--- src/rtl/tbm_pkg.sv ---
package tbm_pkg;
  localparam int unsigned NUM_PAR = 2;
  typedef enum logic {PAR_EVEN = 1'b0, PAR_ODD = 1'b1} par_e;
endpackage

--- src/rtl/tbm_slot_ring.sv ---
module tbm_slot_ring #(
  parameter int unsigned SLOTS = 3,
  localparam int unsigned SW = $clog2(SLOTS)
) (
  input  logic          clk_i,
  input  logic          rst_ni,
  input  logic          clr_i,
  input  logic          start_i,
  input  logic          done_i,
  input  logic          latch_i,
  output logic [SW-1:0] wr_slot_o,
  output logic [SW-1:0] done_slot_o,
  output logic [SW-1:0] rd_slot_o,
  output logic          rd_have_o
);
  localparam logic [SW-1:0] RD_INIT   = SW'(SLOTS - 1);
  localparam logic [SW-1:0] DONE_INIT = SW'(SLOTS - 2);

  logic [SW-1:0] wr_q, done_q, rd_q, pick;
  logic          have_q, rd_have_q;

  // lowest slot held by neither reader nor latest-finished
  always_comb begin
    pick = '0;
    for (int i = SLOTS - 1; i >= 0; i--) begin
      if (SW'(i) != rd_q && SW'(i) != done_q) pick = SW'(i);
    end
  end

  always_ff @(posedge clk_i or negedge rst_ni) begin
    if (!rst_ni) begin
      wr_q      <= '0;
      done_q    <= DONE_INIT;
      rd_q      <= RD_INIT;
      have_q    <= 1'b0;
      rd_have_q <= 1'b0;
    end else if (clr_i) begin
      wr_q      <= '0;
      done_q    <= DONE_INIT;
      rd_q      <= RD_INIT;
      have_q    <= 1'b0;
      rd_have_q <= 1'b0;
    end else begin
      if (start_i) wr_q <= pick;
      if (done_i) begin
        done_q <= wr_q;
        have_q <= 1'b1;
      end
      if (latch_i) begin
        if (done_i) begin
          rd_q      <= wr_q;
          rd_have_q <= 1'b1;
        end else if (have_q) begin
          rd_q      <= done_q;
          rd_have_q <= 1'b1;
        end
      end
    end
  end

  assign wr_slot_o   = wr_q;
  assign done_slot_o = done_q;
  assign rd_slot_o   = rd_q;
  assign rd_have_o   = rd_have_q;
endmodule

--- src/rtl/tbm_read_sel.sv ---
module tbm_read_sel #(
  parameter int unsigned SW = 2,
  localparam int unsigned BW = SW + 1
) (
  input  logic [SW-1:0] even_slot_i,
  input  logic          even_have_i,
  input  logic [SW-1:0] odd_slot_i,
  input  logic          odd_have_i,
  output logic [BW-1:0] rd_even_o,
  output logic [BW-1:0] rd_odd_o,
  output logic          rd_valid_o
);
  import tbm_pkg::*;
  logic [BW-1:0] even_code, odd_code;

  assign even_code = {PAR_EVEN, even_slot_i};
  assign odd_code  = {PAR_ODD,  odd_slot_i};

  // missing parity falls back to the one that exists
  always_comb begin
    rd_even_o = '0;
    rd_odd_o  = '0;
    if (even_have_i) rd_even_o = even_code;
    else if (odd_have_i) rd_even_o = odd_code;
    if (odd_have_i) rd_odd_o = odd_code;
    else if (even_have_i) rd_odd_o = even_code;
  end

  assign rd_valid_o = even_have_i | odd_have_i;
endmodule

--- src/rtl/field_tbuf_mgr.sv ---
module field_tbuf_mgr #(
  parameter int unsigned SLOTS = 3,
  localparam int unsigned SW = $clog2(SLOTS),
  localparam int unsigned BW = SW + 1
) (
  input  logic          clk_i,
  input  logic          rst_ni,
  input  logic          interlaced_i,
  input  logic          wr_start_i,
  input  logic          wr_field_i,
  input  logic          wr_done_i,
  input  logic          rd_frame_i,
  output logic [BW-1:0] wr_buf_o,
  output logic [BW-1:0] rd_even_o,
  output logic [BW-1:0] rd_odd_o,
  output logic          rd_valid_o
);
  import tbm_pkg::*;

  logic          mode_q, clr, cur_par_q, wr_active_q, start_par;
  logic [SW-1:0] wr_slot   [NUM_PAR];
  logic [SW-1:0] done_slot [NUM_PAR];
  logic [SW-1:0] rd_slot   [NUM_PAR];
  logic          rd_have   [NUM_PAR];

  assign clr       = interlaced_i != mode_q;
  assign start_par = interlaced_i ? wr_field_i : PAR_EVEN;

  always_ff @(posedge clk_i or negedge rst_ni) begin
    if (!rst_ni) begin
      mode_q      <= 1'b0;
      cur_par_q   <= PAR_EVEN;
      wr_active_q <= 1'b0;
    end else begin
      mode_q <= interlaced_i;
      if (clr) begin
        cur_par_q   <= PAR_EVEN;
        wr_active_q <= 1'b0;
      end else if (wr_start_i) begin
        cur_par_q   <= start_par;
        wr_active_q <= 1'b1;
      end else if (wr_done_i) begin
        wr_active_q <= 1'b0;
      end
    end
  end

  for (genvar p = 0; p < NUM_PAR; p++) begin : g_par
    logic st, dn;
    assign st = wr_start_i && !clr && (start_par == p[0]);
    assign dn = wr_done_i && wr_active_q && !clr && (cur_par_q == p[0]);
    tbm_slot_ring #(.SLOTS(SLOTS)) u_ring (
      .clk_i      (clk_i),
      .rst_ni     (rst_ni),
      .clr_i      (clr),
      .start_i    (st),
      .done_i     (dn),
      .latch_i    (rd_frame_i && !clr),
      .wr_slot_o  (wr_slot[p]),
      .done_slot_o(done_slot[p]),
      .rd_slot_o  (rd_slot[p]),
      .rd_have_o  (rd_have[p])
    );
  end

  assign wr_buf_o = {cur_par_q, wr_slot[cur_par_q]};

  tbm_read_sel #(.SW(SW)) u_sel (
    .even_slot_i(rd_slot[PAR_EVEN]),
    .even_have_i(rd_have[PAR_EVEN]),
    .odd_slot_i (rd_slot[PAR_ODD]),
    .odd_have_i (rd_have[PAR_ODD]),
    .rd_even_o  (rd_even_o),
    .rd_odd_o   (rd_odd_o),
    .rd_valid_o (rd_valid_o)
  );
endmodule

--- config.mk ---
export PLATFORM = sky130hd
export DESIGN_NAME = field_tbuf_mgr
export DESIGN_NICKNAME = d
export VERILOG_FILES = /design/src/rtl/tbm_pkg.sv /design/src/rtl/tbm_slot_ring.sv /design/src/rtl/tbm_read_sel.sv /design/src/rtl/field_tbuf_mgr.sv
export SDC_FILE = /design/constraint.sdc
export NUM_CORES = 1
export LEC_CHECK = 0
export CAP_MARGIN = 20
export CORE_MARGIN = 5
export CORE_UTILIZATION = 51
export DETAILED_ROUTE_END_ITERATION = 6
export GPL_ROUTABILITY_DRIVEN = 0
export PLACE_DENSITY = 0.77
export SETUP_SLACK_MARGIN = 0.1
export SYNTH_ARGS = -nofsm -noshare
export SYNTH_HDL_FRONTEND = slang
export SYNTH_SLANG_ARGS = --single-unit
--- constraint.sdc ---
create_clock -name clk_i -period 1.44 [get_ports clk_i]
set_input_delay 0.288 -clock clk_i [delete_from_list [all_inputs] [get_ports clk_i]]
set_output_delay 0.288 -clock clk_i [all_outputs]
set_load 0.1 [all_outputs]
==> results.cfg, run 1 <==
[status]
status = finished with violations
violations = setup timing

[synth]
netlist.area_leader.share = 0.358
synth_cell_types = 35
synthCells = 107
async_flop_share = 1.00
ys_seq_elements = 19
avgSynthCellArea_um2 = 9.79
synth_nets = 114
synth_top_cell_by_area = dfrtp_1
synth_edf_count = 0
synthFlopType = dfrtp_1
seq_area_frac_synth = 0.459
yosysWarningCount = 0
synthTopCellsByArea = dfrtp_1, dfstp_2, mux2i_1, nor2b_1, a22o_1
synth_common_cells = dfrtp_1, nor2_1, nand2_1
synth.most_common_cell = dfrtp_1
netlist_area_um2 = 1050

[sta]
final.period_utilization = 1.11
tightest_slew_ns = 0.440
setup_tns_ns = -0.912
fin_worst_skew_ns = 0.00136
period_needed_ns = 1.60
setup_ws_ns = -0.163
finalHoldViolCount = 0
grt_setup_unrepaired = true
fmax_mhz = 624
slew_viol_final = 0
slew_headroom = 0.704
setup_viol = 9

[clock_network]
h-tree-depth = 1
clock_sinks = 19
clk-insertion-delay-late_ns = 0.30
hold_buffers = 0
cts_buffers = 3
cts_buffer_depth = 2
clkTransAtPathRegs_ns = 0.10
cts_tree = done
root_buffer = clkbuf_4

[floorplan]
dieWidth_um = 55.3
start_util = 0.534
die_y_um = 55.3
io_pins = 17
rows = 16
die-area_um2 = 3060
core_um2 = 1960

[placement]
pre_cts_ws_ns = -0.279
dp_cells = 157
numPortBuffers = 16
dp_hpwl_um = 1830
dpl-instance-area_um2 = 1440

[detailed_routing]
wl_um = 2560
dr.pass1.iters = 4
viasPerCell = 5.60
drt-initial-drc-count = 5
detail-route-antenna-nets = 0
drc = 0
vias = 941
wl_per_cell_um = 15.3

[worst_setup_path]
start_kind = register
worstSetupEndpointType = output pin
reg2reg_slack_ns = 0.15
cp_max_fo = 4
cp.required_ns = 1.15
worst-setup-path-type = register to output pin
arrival_ns = 1.31

[layout]
finalNonFillerCells = 168
insertedDiodeCount = 0
areaGrowthSynthToFinish_pct = 47.9
layout.nets = 149
num-fill-cells = 153
drive_gt1_frac = 0.397
finalInstanceArea_um2 = 1550

[global_route]
grt_pass1_vias = 915
antenna_found_initial = 0
grt_overflow = 0
grt_pass1_wl_um = 4260
grt_max_degree = 20
grt_use_total = 0.178

[power]
p_switching_uw = 428
powerDensity_nw_per_um2 = 825
pwr-share-seq = 0.468
power_leakage_uw = 0.000664
combPwrFrac = 0.321
clock_power_share = 0.210
ir_drop_uv = 784
switching_share = 0.335
internal_power_uw = 850

[worst_hold_path]
hp-class = input pin to async pin

[run]
cap_violations = 0
==> cell usage in the layout, fill, tap and decap left out, drive strengths merged, types with 4 or more instances in the layout <==
cell type	n
clkbuf	4
nor2	9
dfrtp	15
a22o	4
nor2b	7
a31oi	4
buf	30
mux2i	7
a21oi	4
o21ai	7
nand2	8
inv	5
dfstp	4
==> power by group through the flow <==
stage / combinational [uW] / sequential [uW] / clock [uW]
finish: 410 / 598 / 269
global route: 437 / 603 / 295
CTS: 392 / 597 / 276
detailed placement: 383 / 606 / 0
global placement: 378 / 604 / 0
floorplan: 235 / 596 / 0
==> through the flow <==
step / hold slack [ns] / power [uW] / util
2_1_floorplan: -0.00759 / 830 / -
3_3_place_gp: 0.512 / 982 / 0.734
3_5_place_dp: 0.547 / 988 / 0.734
4_1_cts: 0.314 / 1270 / 0.765
5_1_grt: 0.323 / 1330 / 0.790
6_report: 0.310 / 1280 / 0.790
==> path summary, 6_finish.rpt <==
| kind | startpoint | endpoint | cells past startpoint |
|---|---|---|---|
| setup / recovery | g_par[0].u_ring.rd_have_o | rd_even_o[1] | 3 |
| hold reg to reg | wr_active_q | wr_active_q | 2 |
| min in group clk_i | wr_start_i | cur_par_q | 3 |
| max in group asynchronous | rst_ni | g_par[0].u_ring.rd_slot_o[1] | 2 |
| setup reg to reg | g_par[0].u_ring.done_slot_o[0] | g_par[0].u_ring.wr_slot_o[1] | 3 |
| hold / removal | rst_ni | g_par[1].u_ring.have_q | 2 |
==> critical path: stages (launching register included) <==
cell,delay [ns]
dfrtp_2,0.48
buf_6,0.14
a22o_4,0.24
buf_12,0.16
==> state kept, by name (all words and copies together) (netlist names) <==
name / cells
g_par.u_ring.have_q: 2
g_par.u_ring.rd_have_o: 2
cur_par_q: 1
g_par.u_ring.wr_slot_o: 4
g_par.u_ring.done_slot_o: 4
mode_q: 1
g_par.u_ring.rd_slot_o: 4
wr_active_q: 1
==> area by class of cell <==
| type | instances | area (um^2) | share of cell area |
|---|---|---|---|
| Clock buffer | 4 | 26.3 | 0.0170 |
| Inverter | 5 | 21.3 | 0.0137 |
| Multi-Input combinational cell | 77 | 562 | 0.363 |
| Sequential cell | 19 | 484 | 0.313 |
| Tap cell | 27 | 33.8 | 0.0218 |
| Timing Repair Buffer | 36 | 422 | 0.272 |
==> cell families (layout without fill, tap and decap cells) <==
family                    Yosys count  after routing  share of synthesized area
and+or+nand+nor                    34             34                      0.167
xor gates and xnor gates            4              4                     0.0335
muxes                               9              9                     0.0884
buffers and inverters              11             45                     0.0478
DFF                                19             19                      0.459
AOI/OAI and AO/OA                  30             30                      0.204
==> routing by layer <==
metal,vias up,wire length (um),GRT usage
li1,450,-,-
met1,450,1120,0.212
met2,32,1220,0.279
met3,9,140,0.0490
met4,0,79,0.118
met5,-,0,0
==> repair_timing <==
item | in CTS | in global routing
gates resized for setup | 11 | 4
setup endpoints to repair | 11 | 11
buffers inserted | 2 | 5
endpoints found under the hold margin | 0 | 0
pin swaps | 3 | 0
Note: power is estimated with default switching activity, not from simulation.
==> run 2: changes to the inputs <==
--- a/config.mk
+++ b/config.mk
@@ -5,12 +5,12 @@
 export SDC_FILE = /design/constraint.sdc
 export NUM_CORES = 1
 export LEC_CHECK = 0
-export CAP_MARGIN = 20
 export CORE_MARGIN = 5
-export CORE_UTILIZATION = 51
+export CORE_UTILIZATION = 54
+export CTS_BUF_LIST = sky130_fd_sc_hd__clkbuf_4 sky130_fd_sc_hd__clkbuf_8
 export DETAILED_ROUTE_END_ITERATION = 6
 export GPL_ROUTABILITY_DRIVEN = 0
-export PLACE_DENSITY = 0.77
+export PLACE_DENSITY = 0.81
 export SETUP_SLACK_MARGIN = 0.1
 export SYNTH_ARGS = -nofsm -noshare
 export SYNTH_HDL_FRONTEND = slang
==> run 2 against run 1 <==
Effect of this change:
- the flow still finishes with violations (setup timing)
- clock power increased by 7%
- final area about the same
- combinational power about the same
- utilization up 2.6 points
- sequential power about the same
- largest cell class unchanged
==> results.cfg, run 2 (synthesis gave the netlist of run 1 again) <==
[sta]
setup_ws_ns = -0.135
setup_viol = 9
final.period_utilization = 1.09
period_needed_ns = 1.57
setup_tns_ns = -0.875
grt_setup_unrepaired = true
tightest_slew_ns = 0.323
finalHoldViolCount = 0
slew_viol_final = 0
fmax_mhz = 635
slew_headroom = 0.784
fin_worst_skew_ns = 0.00193

[floorplan]
io_pins = 17
start_util = 0.551
core_um2 = 1900
die_y_um = 54.0
die-area_um2 = 2920
rows = 16
dieWidth_um = 54.0

[worst_setup_path]
worst_path_largest_cell_delay_ns = 0.46
reg2reg_slack_ns = 0.08
crit-reg2reg-capture = g_par[0].u_ring.rd_slot_o[0]
worst_r2r_path_depth = 4
crit_chain = nor2b_4 > a22o_4 > buf_12
r2r-start = cur_par_q
crit_path_top_delay_cell = dfrtp_2
worstSetupEndpointType = output pin
cp_max_fo = 6
cp.required_ns = 1.15
start_kind = register
arrival_ns = 1.29
worst-setup-path-type = register to output pin

[global_route]
grt_pass1_vias = 922
antenna_found_initial = 0
grt_max_degree = 20
grt_use_total = 0.199
grt_overflow = 0
grt_pass1_wl_um = 4060

[power]
ir_drop_uv = 678
powerDensity_nw_per_um2 = 836
power_leakage_uw = 0.000650
power_uw = 1300

[clock_network]
clock_sinks = 19
hold_buffers = 0
root_buffer = clkbuf_4
cts_tree = done
h-tree-depth = 1
cts_buffer_depth = 2
clk-insertion-delay-late_ns = 0.29
clkTransAtPathRegs_ns = 0.10
cts_buffers = 3

[layout]
layout.nets = 145
num-fill-cells = 117
drive_gt1_frac = 0.431
areaGrowthSynthToFinish_pct = 48.0
insertedDiodeCount = 0
final_common_cell = buf_4
final_cell_mix = buf_4, dfrtp_1, buf_12
finalNonFillerCells = 164

[placement]
dp_cells = 156
dp_hpwl_um = 1850
numPortBuffers = 16

[run]
cap_violations = 0

[status]
violations = setup timing
status = finished with violations

[detailed_routing]
vias = 909
wl_per_cell_um = 14.7
drc = 0
dr.pass1.iters = 4
detail-route-antenna-nets = 0
wl_um = 2420
drt-initial-drc-count = 37
viasPerCell = 5.54

[worst_hold_path]
hp-class = input pin to async pin
-- run 2: changes by cell type in the layout (fill, tap and decap cells not counted), moves of 2 or more --
cell / delta
o21ai_0: -2
buf_4: -4
a311oi_1: -2
a311oi_2: +2
-- run 2: cell type report --
cell class,count,area (um^2),share of cell area
Clock buffer,4,30.0,0.0194
Sequential cell,19,484,0.312
Inverter,5,18.8,0.0121
Timing Repair Buffer,32,398,0.257
Multi-Input combinational cell,77,586,0.378
Tap cell,27,33.8,0.0218
-- run 2: what timing repair did --
action / 4_1_cts / 5_1_grt
endpoints found under the setup margin: 11 / 16
resized for setup: 13 / 6
pin swaps: 2 / 0
setup buffers: 3 / 1
-- run 2: through the flow --
step           hold WS, ns  utilization  instance area, um^2  setup WS (ns)
3_3_place_gp         0.515        0.760                 1450         -0.243
3_5_place_dp         0.529        0.760                 1450         -0.249
6_report             0.320        0.815                 1550         -0.135
2_1_floorplan     -0.00759            -                 1080         -0.259
5_1_grt              0.319        0.815                 1550         -0.193
4_1_cts              0.326        0.799                 1520         -0.137
-- run 2: report_power, final --
group          internal (uW)  switching [uW]
combinational            178             231
sequential               562            37.0
clock                    127             160
-- run 2: layer usage --
| metal | GRT usage | wire, um | vias up |
|---|---|---|---|
| li1 | - | - | 442 |
| met1 | 0.248 | 1060 | 429 |
| met2 | 0.317 | 1200 | 32 |
| met3 | 0.0471 | 114 | 6 |
| met4 | 0.108 | 48 | 0 |
| met5 | 0 | 0 | - |
-- run 2: critical path, delay by kind of cell, from the launching register on --
family                 cells  cell delay (ns)
flip-flops                 1             0.46
buffers and inverters      1             0.16
AND/OR/NAND/NOR            1             0.15
AO/OA/AOI/OAI              1             0.22
-- run 2: worst max path at each step --
stage	startpoint	endpoint	slack, ns	cells past startpoint
CTS	g_par[1].u_ring.rd_have_o	rd_even_o[1]	-0.14	3
detailed placement	wr_start_i	g_par[0].u_ring.wr_slot_o[1]	-0.25	4
global placement	wr_start_i	g_par[0].u_ring.wr_slot_o[1]	-0.24	4
floorplan	g_par[1].u_ring.rd_have_o	rd_even_o[0]	-0.26	3
finish	g_par[1].u_ring.rd_have_o	rd_even_o[1]	-0.13	3
global route	g_par[1].u_ring.rd_have_o	rd_even_o[1]	-0.19	3
